**src/rtl/irqc_pkg.sv**
```systemverilog
// Shared constants and types for the prioritised interrupt controller.
// Assumes a 7-bit byte address space and 6-bit per-source configuration.
package irqc_pkg;
    localparam int unsigned LVL_W  = 3;
    localparam int unsigned PRI_W  = 3;
    localparam int unsigned KEY_W  = LVL_W + PRI_W;

    localparam logic [6:0] ADR_MASK_HI   = 7'h00;
    localparam logic [6:0] ADR_MASK_LO   = 7'h04;
    localparam logic [6:0] ADR_CTRL_BASE = 7'h40;

    typedef struct packed {
        logic [LVL_W-1:0] lvl;
        logic [PRI_W-1:0] pri;
    } src_cfg_t;
endpackage

```
**src/rtl/irqc_regs.sv**
```systemverilog
// Register file: two mask words and one configuration byte per source.
// Assumes SRC_CNT = 2*DATA_W and the config window occupies the upper half
// of the address space (address MSB set). Source 0 has no storage.
module irqc_regs
    import irqc_pkg::*;
#(
    parameter int unsigned SRC_CNT   = 64,
    parameter int unsigned FIXED_CNT = 7,
    parameter int unsigned ADDR_W    = 7,
    parameter int unsigned DATA_W    = 32
) (
    input  logic                    clk,
    input  logic                    rst_n,
    input  logic                    bus_sel,
    input  logic                    bus_wr,
    input  logic [ADDR_W-1:0]       bus_addr,
    input  logic [DATA_W/8-1:0]     bus_be,
    input  logic [DATA_W-1:0]       bus_wdata,
    output logic [DATA_W-1:0]       bus_rdata,
    output logic [SRC_CNT-1:0]      mask_vec,
    output src_cfg_t [SRC_CNT-1:0]  cfg_vec
);
    localparam int unsigned LANES  = DATA_W / 8;
    localparam int unsigned LANE_W = $clog2(LANES);
    localparam int unsigned HALF   = SRC_CNT / 2;

    logic [HALF-1:0] mask_hi_q;
    logic [HALF-1:0] mask_lo_q;
    logic            wr_en;

    assign wr_en    = bus_sel & bus_wr;
    assign mask_vec = {mask_hi_q, mask_lo_q};

    // Mask word storage with per-lane write enables; reset masks everything.
    always_ff @(posedge clk) begin
        if (!rst_n) begin
            mask_hi_q <= '1;
            mask_lo_q <= '1;
        end else if (wr_en) begin
            for (int b = 0; b < LANES; b++) begin
                if (bus_be[b] && bus_addr == ADR_MASK_HI)
                    mask_hi_q[8*b +: 8] <= bus_wdata[8*b +: 8];
                if (bus_be[b] && bus_addr == ADR_MASK_LO)
                    mask_lo_q[8*b +: 8] <= bus_wdata[8*b +: 8];
            end
        end
    end

    for (genvar n = 0; n < SRC_CNT; n++) begin : g_src
        localparam logic [ADDR_W-1:0] WADR = ADR_CTRL_BASE + ADDR_W'((n / LANES) * LANES);
        localparam int unsigned       LANE = n % LANES;
        if (n == 0) begin : g_none
            assign cfg_vec[n] = '0;
        end else if (n <= FIXED_CNT) begin : g_fixed
            logic             hit;
            logic [PRI_W-1:0] pri_q;
            assign hit = wr_en & (bus_addr == WADR) & bus_be[LANE];
            // Priority-only storage; the level is tied to the source number.
            always_ff @(posedge clk) begin
                if (!rst_n)   pri_q <= '0;
                else if (hit) pri_q <= bus_wdata[8*LANE +: PRI_W];
            end
            assign cfg_vec[n] = '{lvl: LVL_W'(n), pri: pri_q};
        end else begin : g_prog
            logic     hit;
            src_cfg_t cfg_q;
            assign hit = wr_en & (bus_addr == WADR) & bus_be[LANE];
            // Full level and priority storage for a programmable source.
            always_ff @(posedge clk) begin
                if (!rst_n)   cfg_q <= '0;
                else if (hit) cfg_q <= bus_wdata[8*LANE +: KEY_W];
            end
            assign cfg_vec[n] = cfg_q;
        end
    end

    // Read mux: mask words, or four configuration bytes of an aligned word.
    always_comb begin
        bus_rdata = '0;
        if (bus_addr == ADR_MASK_HI) begin
            bus_rdata = mask_hi_q;
        end else if (bus_addr == ADR_MASK_LO) begin
            bus_rdata = mask_lo_q;
        end else if (bus_addr[ADDR_W-1] && bus_addr[LANE_W-1:0] == '0) begin
            for (int b = 0; b < LANES; b++) begin
                bus_rdata[8*b +: 8] =
                    {2'b00, cfg_vec[{bus_addr[ADDR_W-2:LANE_W], LANE_W'(b)}]};
            end
        end
    end
endmodule

```
**src/rtl/irqc_arb.sv**
```systemverilog
// Arbiter: finds the eligible source with the largest {level, priority}
// key; ties go to the higher source number. Assumes pend_vec is registered.
module irqc_arb
    import irqc_pkg::*;
#(
    parameter int unsigned SRC_CNT = 64,
    parameter int unsigned SRC_W   = $clog2(SRC_CNT)
) (
    input  logic [SRC_CNT-1:0]      pend_vec,
    input  logic [SRC_CNT-1:0]      mask_vec,
    input  src_cfg_t [SRC_CNT-1:0]  cfg_vec,
    output logic [LVL_W-1:0]        irq_level,
    output logic [SRC_W-1:0]        irq_src
);
    logic [KEY_W-1:0] best_key;
    logic [SRC_W-1:0] best_src;

    // Ascending scan with >= so that the last (highest) source wins a tie.
    always_comb begin
        best_key = '0;
        best_src = '0;
        for (int n = 0; n < SRC_CNT; n++) begin
            if (pend_vec[n] && !mask_vec[n] && !mask_vec[0] &&
                cfg_vec[n].lvl != '0 && cfg_vec[n] >= best_key) begin
                best_key = cfg_vec[n];
                best_src = SRC_W'(n);
            end
        end
    end

    assign irq_level = best_key[KEY_W-1 -: LVL_W];
    assign irq_src   = best_src;
endmodule

```
**src/rtl/prio_irq_ctrl.sv**
```systemverilog
// Top of the prioritised interrupt controller: registers the requests,
// holds the configuration, and arbitrates combinationally to the outputs.
// Assumes level-sensitive requests, synchronous to clk.
module prio_irq_ctrl
    import irqc_pkg::*;
#(
    parameter int unsigned SRC_CNT   = 64,
    parameter int unsigned FIXED_CNT = 7,
    parameter int unsigned ADDR_W    = 7,
    parameter int unsigned DATA_W    = 32
) (
    input  logic                 clk,
    input  logic                 rst_n,
    input  logic [SRC_CNT-1:1]   irq_req,
    input  logic                 bus_sel,
    input  logic                 bus_wr,
    input  logic [ADDR_W-1:0]    bus_addr,
    input  logic [DATA_W/8-1:0]  bus_be,
    input  logic [DATA_W-1:0]    bus_wdata,
    output logic [DATA_W-1:0]    bus_rdata,
    output logic [LVL_W-1:0]     irq_level,
    output logic [$clog2(SRC_CNT)-1:0] irq_src
);
    localparam int unsigned SRC_W = $clog2(SRC_CNT);

    logic [SRC_CNT-1:0]     pend_q;
    logic [SRC_CNT-1:0]     mask_vec;
    src_cfg_t [SRC_CNT-1:0] cfg_vec;

    // Single register stage on the requests; slot 0 is never pending.
    always_ff @(posedge clk) begin
        if (!rst_n) pend_q <= '0;
        else        pend_q <= {irq_req, 1'b0};
    end

    irqc_regs #(
        .SRC_CNT(SRC_CNT), .FIXED_CNT(FIXED_CNT),
        .ADDR_W(ADDR_W), .DATA_W(DATA_W)
    ) u_regs (
        .clk(clk), .rst_n(rst_n),
        .bus_sel(bus_sel), .bus_wr(bus_wr), .bus_addr(bus_addr),
        .bus_be(bus_be), .bus_wdata(bus_wdata), .bus_rdata(bus_rdata),
        .mask_vec(mask_vec), .cfg_vec(cfg_vec)
    );

    irqc_arb #(.SRC_CNT(SRC_CNT), .SRC_W(SRC_W)) u_arb (
        .pend_vec(pend_q), .mask_vec(mask_vec), .cfg_vec(cfg_vec),
        .irq_level(irq_level), .irq_src(irq_src)
    );
endmodule

```
**config.mk**
```make
export PLATFORM = sky130hd
export DESIGN_NAME = prio_irq_ctrl
export DESIGN_NICKNAME = d
export VERILOG_FILES = /design/src/rtl/irqc_pkg.sv /design/src/rtl/irqc_regs.sv /design/src/rtl/irqc_arb.sv /design/src/rtl/prio_irq_ctrl.sv
export SDC_FILE = /design/constraint.sdc
export NUM_CORES = 2
export LEC_CHECK = 0
export BUFFER_PORTS_ARGS = -buffer_cell sky130_fd_sc_hd__buf_4
export CAP_MARGIN = 20
export CORE_MARGIN = 10
export CORE_UTILIZATION = 44
export DETAILED_ROUTE_END_ITERATION = 7
export PLACE_DENSITY_LB_ADDON = 0.25
export SYNTH_ARGS = -nofsm -noshare
export SYNTH_HDL_FRONTEND = slang
export SYNTH_SLANG_ARGS = --single-unit
```
**constraint.sdc**
```tcl
create_clock -name clk -period 292.9 [get_ports clk]
set_input_delay 14.645 -clock clk [delete_from_list [all_inputs] [get_ports clk]]
set_output_delay 14.645 -clock clk [all_outputs]
set_load 0.005 [all_outputs]
```
== After elaboration in Yosys (flattened, before gate mapping) ==
Cells that the tools add are included.
Word-level totals
  input bits: 110
  word-level logic and storage cells: 813
  output and inout bits: 41
  flip-flop bits (word level): 484
Cells by class
  bitwise logic cells: 80
  mux-type cells: 137
  order comparisons: 67
  reductions and logical operators: 384
  equal/unequal tests: 17
Operator list (number)
  $mux W6: 96
  $ge A6 B6 Y1: 59
  $logic_and A1 B1 Y1: 254
  $reduce_bool A3 Y1: 56
  $eq A7 B7 Y1 const B: 16
  $bmux W6 S4: 4
  $mux W5: 18
  $and A1 B1 Y1: 80
  $logic_not A1 Y1: 64
  $mux W32: 2
  $mux W4: 9
  $mux W30: 1
  $lt A6 B7 Y1 const B: 4
  $reduce_and A2 Y1: 8
  $mux W3: 4
  $eq A7 B3 Y1 const B: 1
  $logic_not A7 Y1: 1
  $ge A6 B5 Y1: 1
  $ge A5 B4 Y1: 1
  $ge A5 B5 Y1: 1
  $ge A4 B1 Y1 const B: 1
  $mux W2: 2
  $logic_not A2 Y1: 1
  $mux W1: 1

== Logic depth before layout (Yosys ltp) ==
  depth in word-level cells: 191
  gate-level depth with buffers: 612
  gate-level depth less buffers: 596

== Cells and area by module ==
From an unflattened synthesis, not the netlist that was laid out.
Unflattened totals
  cells, all modules: 4939
  area total of the unflattened synthesis: 41549.8 µm²
By module, submodules not included
  irqc_regs: times used 1, cells an instance 1987, sequential area each 8428.1 µm², area an instance 20768.7 µm²
  irqc_arb: times used 1, cells an instance 2819, sequential area each 0.0 µm², area an instance 19013.2 µm²
  prio_irq_ctrl: times used 1, cells an instance 133, sequential area each 1261.2 µm², area an instance 1767.9 µm²

== Worst setup path before layout ==
No wires, ideal clock.
  kind: register to output
  from: register u_regs.mask_lo_q[0]
  to: output irq_src[4]
  slack: 175.769 ns
  data required time: 278.255 ns
  data arrival time: 102.486 ns
  stages on the path, launching flop included: 572
  cells stage by stage: dfxtp_1 buf_6 buf_8 clkbuf_1 buf_2 clkbuf_1 buf_6 nor2_1 nand2_1 nand2_1 o21ai_0 o21ai_0 nor2_1 a21oi_1 mux2_2 nor2_1 a21oi_1 ha_1 [536 not listed] a21oi_1 or3_1 a22oi_1 nor2_2 nand2_1 o21ai_1 ha_1 nand2b_1 a21o_1 a21oi_1 nor2b_1 o21ai_0 nand2b_1 a21oi_1 nor4b_1 o31a_2 nor3b_2 o2111ai_1
Between the ends
  longest elaborated chain between the ends: 190
Ends and longest elaborated chain
  start: declaration: RTL line irqc_regs.sv:28  | logic [HALF-1:0] mask_lo_q;
  start signal: indexed assignment: RTL line irqc_regs.sv:44  | mask_lo_q[8*b +: 8] <= bus_wdata[8*b +: 8];
  $logic_not A1 Y1 (*): RTL line irqc_arb.sv:23  | if (pend_vec[n] && !mask_vec[n] && !mask_vec[0] &&
  $logic_and A1 B1 Y1: RTL line irqc_arb.sv:23
  $logic_and A1 B1 Y1: RTL line irqc_arb.sv:24  | cfg_vec[n].lvl != '0 && cfg_vec[n] >= best_key) begin
  $mux W4: RTL line irqc_arb.sv:23
  $ge A5 B4 Y1: RTL line irqc_arb.sv:24
  $logic_and A1 B1 Y1: RTL line irqc_arb.sv:24
  $mux W5: RTL line irqc_arb.sv:23
  $ge A5 B5 Y1: RTL line irqc_arb.sv:24
  [174 not listed]
  $logic_and A1 B1 Y1: RTL line irqc_arb.sv:24
  $mux W6: RTL line irqc_arb.sv:23
  $ge A6 B6 Y1: RTL line irqc_arb.sv:24
  $logic_and A1 B1 Y1: RTL line irqc_arb.sv:24
  $mux W6: RTL line irqc_arb.sv:23
  $ge A6 B6 Y1: RTL line irqc_arb.sv:24
  $logic_and A1 B1 Y1: RTL line irqc_arb.sv:24
  $mux W6 (*): RTL line irqc_arb.sv:23
  end: declaration: RTL line prio_irq_ctrl.sv:22  | output logic [$clog2(SRC_CNT)-1:0] irq_src
Every way passes the cells marked *; elsewhere a longest branch is shown, timed or not.

== Worst setup path in the final report ==
Same ends and word-level chain as after synthesis.

==> results by group <==
Clocking
  – CTS tree: done
  – Setup Buffers After CTS: 0
  – H-tree levels: 2
  – Post-CTS sizing: 0
  – Root buf cell: clkbuf_16
  – Reg clk slew, reported paths: 0.06 ns
  – CTS Buffer Depth: 3
  – CTS Buf Count: 58
  – Clock sink total: 484
  – Hold bufs inserted after CTS: 0
  – Clk Latency, worst-skew pair: 0.66 ns

Routing
  – Met2 wire length: 68,000 um
  – Detailed router's first-iteration violation count: roughly 4,900
  – Top Metal Used: met5
  – Met1 wire length: 64,500 um
  – Routed vias/inst: between 6 and 7
  – Vias: slightly below 40,000
  – DRC viols: 0
  – DR WL/cell: about 26 um
  – Total Wirelength: 158,000 um
  – DRT Pass-1 Iters: 6
  – Metal3 WL: approximately 16,000 um
  – Routed Antenna Nets: 0

Synthesis
  – Syn_area_per_cell: about 7.8 um2
  – Synthesis warning total: 0
  – Post-synthesis sequential area ratio: 24.8%
  – Synth Instances: 4,980
  – Syn Nets: 5,305
  – Post-synth EDFFs: 0
  – Synth cell types: around 160
  – Top_reg_cell synth: dfxtp_1
  – #FFs+latches synth: 484
  – Mapped Area: 0.0390 mm2
  – Async SR Flop Fraction: 0%

Setup path
  – FF-to-FF Start: u_regs.mask_lo_q[0]$_SDFFE_PN1P_
  – CP max stage delay: slightly below 0.9 ns
  – CP required: 278.26 ns
  – Critical path startpoint category: flip-flop
  – CP max stage cell: dfxtp_4
  – Worst reg2reg path endpoint: u_regs.mask_lo_q[0]$_SDFFE_PN1P_
  – Critical path class: reg2out
  – Crit Path Max Fanout: about 50
  – Reg-to-reg slack, setup: around 290 ns
  – WP data arrival: ~120 ns
  – Critical Path End Type: output port
  – R2R depth: 3

Finish
  – Layout Nets: approximately 5,300
  – Final Util: 48.5%
  – P&R area growth vs syn: 9.55%
  – Final Cell Area: 0.0428 mm2
  – Share of cells above drive strength 1: roughly 14%

Floorplan
  – Die width: 318 um
  – Core ar.: 0.0882 mm2
  – Die Y: 318 um
  – Placement Rows: 109
  – Die area: 0.101 mm2
  – Num ports: around 150
  – Initial core utilization: 44.3%

Timing
  – Final hold slack: 0.469 ns
  – Final period util: 45.3%
  – Max transition margin: 28.3%
  – Tmin final: 132.55 ns
  – Final hold vios: 0
  – Max Slew Vio Count: 0
  – Final setup fails: 0
  – Clock skew: 0 ns
  – RSZ-0062 raised after global routing: no
  – Setup_tns: 0 ns
  – Peak Freq: 7.54 MHz
  – Slew of the pin with the lowest slew margin: 1.08 ns

Placement
  – Area of placed instances: 0.0407 mm2
  – DP HPWL: 119,000 um
  – Placer Congestion: 0.988
  – PortBufs: 150

Run
  – Max Cap Viol: 0

Min path
  – Type of the worst min-delay path: reg2reg
  – Hold path endpoint: u_regs.cfg_vec[48]$_SDFFE_PN0P_
  – Hold depth: 2
  – Worst Hold Launch: u_regs.cfg_vec[48]$_SDFFE_PN0P_

Global route
  – Largest net degree at the start of global routing: about 180
  – GRT Total Usage: 29.7%
  – First-pass GRT wire length: 233,000 um
  – Total congestion overflow: 0
  – Initial antenna violation count: 5
  – Vias in the first global route: 35,800

Power
  – Leak Pwr: 15.7 nW
  – Pwr Total: 157 uW
  – Pwr per Cell Area: 3.68 mW/mm2
  – Maximum VDD drop: 0.00000452 V

Status
  – Status: complete, no violations
cells in the final DEF (no fill, tap or decap), types with 18 or more instances in the layout:
cell,count
nand2_1,820
nand3_1,491
dfxtp_1,483
a21boi_0,368
inv_1,269
ha_1,215
a21oi_1,210
nor2_1,200
o21ai_0,177
buf_4,177
and2_1,98
mux4_2,93
nor3_1,87
nand2b_1,78
mux2i_1,77
mux2_2,70
a21o_1,59
clkbuf_16,58
o21a_1,50
a31oi_1,49
nor4b_1,41
o211ai_1,36
and3_1,32
o21ai_1,32
or3_1,23
a211oi_1,22
o31ai_1,21
maj3_1,21
nand4_1,19
nor2b_1,18
layout make-up:
class / instances / area, um2
diodes: 1 / 2.50
repair buffers: 180 / 1360
inverters: 270 / 1010
well taps: 1165 / 1460
clock buffers: 72 / 1610
multi-input cells: 3953 / 27100
fillers: 8615 / 45500
flip-flops and latches: 484 / 9690
clock inverters: 37 / 499
how the worst max path moves through the flow:
stage	start	endpoint	slack [ns]	depth (start not counted)
3_5_place_dp	u_regs.mask_lo_q[0]$_SDFFE_PN1P_	irq_src[4]	162.84	557
2_1_floorplan	u_regs.mask_lo_q[0]$_SDFFE_PN1P_	irq_src[4]	175.77	571
3_3_place_gp	u_regs.mask_lo_q[0]$_SDFFE_PN1P_	irq_src[4]	164.58	558
6_report	u_regs.mask_lo_q[0]$_SDFFE_PN1P_	irq_src[4]	160.36	558
5_1_grt	u_regs.mask_lo_q[0]$_SDFFE_PN1P_	irq_src[4]	150.90	560
4_1_cts	u_regs.mask_lo_q[0]$_SDFFE_PN1P_	irq_src[4]	161.60	558
sequential cells by signal (all words and copies together) (netlist names):
name	count
u_regs.cfg_vec	336
pend_q	63
u_regs.mask_hi_q	32
u_regs.mask_lo_q	32
u_regs.g_src.g_fixed.pri_q	21
routing by layer:
layer,global-route usage (%),up-vias
li1,-,18100
met1,39.7,18600
met2,44.9,2021
met3,5.37,376
met4,15.9,6
met5,0,-
cell families after synthesis:
logic type	share of synthesized area, %
simple gates	26.0
compound gates	26.1
buf+inv	5.83
flops	24.8
mux	9.63
fa+ha+maj	7.64
xor+xnor	0.0449
cell usage after synthesis, types with 13 or more instances:
library cell  number  share of area (%)
nand2b_1          78                1.2
o21a_1            50               0.96
nor4b_1           43               0.96
ha_1             215                6.9
nor2b_1           19               0.30
dfxtp_1          484                 25
o22ai_1           14               0.22
a21boi_0         368                7.1
a22oi_1           17               0.33
and2_2            17               0.33
buf_1             14               0.13
maj3_1            21               0.54
a21oi_1          210                2.7
a211oi_1          22               0.42
o31ai_1           21               0.40
clkbuf_1         230                2.2
o21ai_0          177                2.3
a21o_1            59                1.1
inv_1            269                2.6
o211a_1           13               0.33
mux4_2            93                5.4
mux2_2            70                2.0
or3_1             23               0.37
nand2_1          820                7.9
a31oi_1           49               0.79
o21ai_1           32               0.41
nand4_1           19               0.30
nor2_1           212                2.0
o211ai_1          36               0.69
mux2i_1           77                2.0
and2_1            98                1.6
nor3_1            88                1.1
a221o_1           13               0.33
and3_1            32               0.51
nand3_1          491                6.3
where the power goes:
part           leakage, nW  total (mW)  internal (mW)  switching (mW)
clock network         1.03      0.0811         0.0482          0.0329
logic                 10.7     0.00942        0.00295         0.00646
registers             3.92      0.0668         0.0663        0.000439
total                 15.7       0.157          0.117          0.0398
worst max-delay path: cells and delay by family (launching register included):
kind            cells  cell delay, ns
compound gates    270           56.61
flops               1            0.87
fa+ha+maj          70           20.27
buf+inv            16            1.56
mux                26            9.54
simple gates      176           28.34
per-stage QoR:
stage | instances | worst slack (ns)
2_1_floorplan | 4980 | 175.77
3_5_place_dp | 6051 | 162.84
3_3_place_gp | 6051 | 164.58
4_1_cts | 6160 | 161.60
6_report | 6162 | 160.36
5_1_grt | 6161 | 150.90
(Power assumes the default switching activity.)
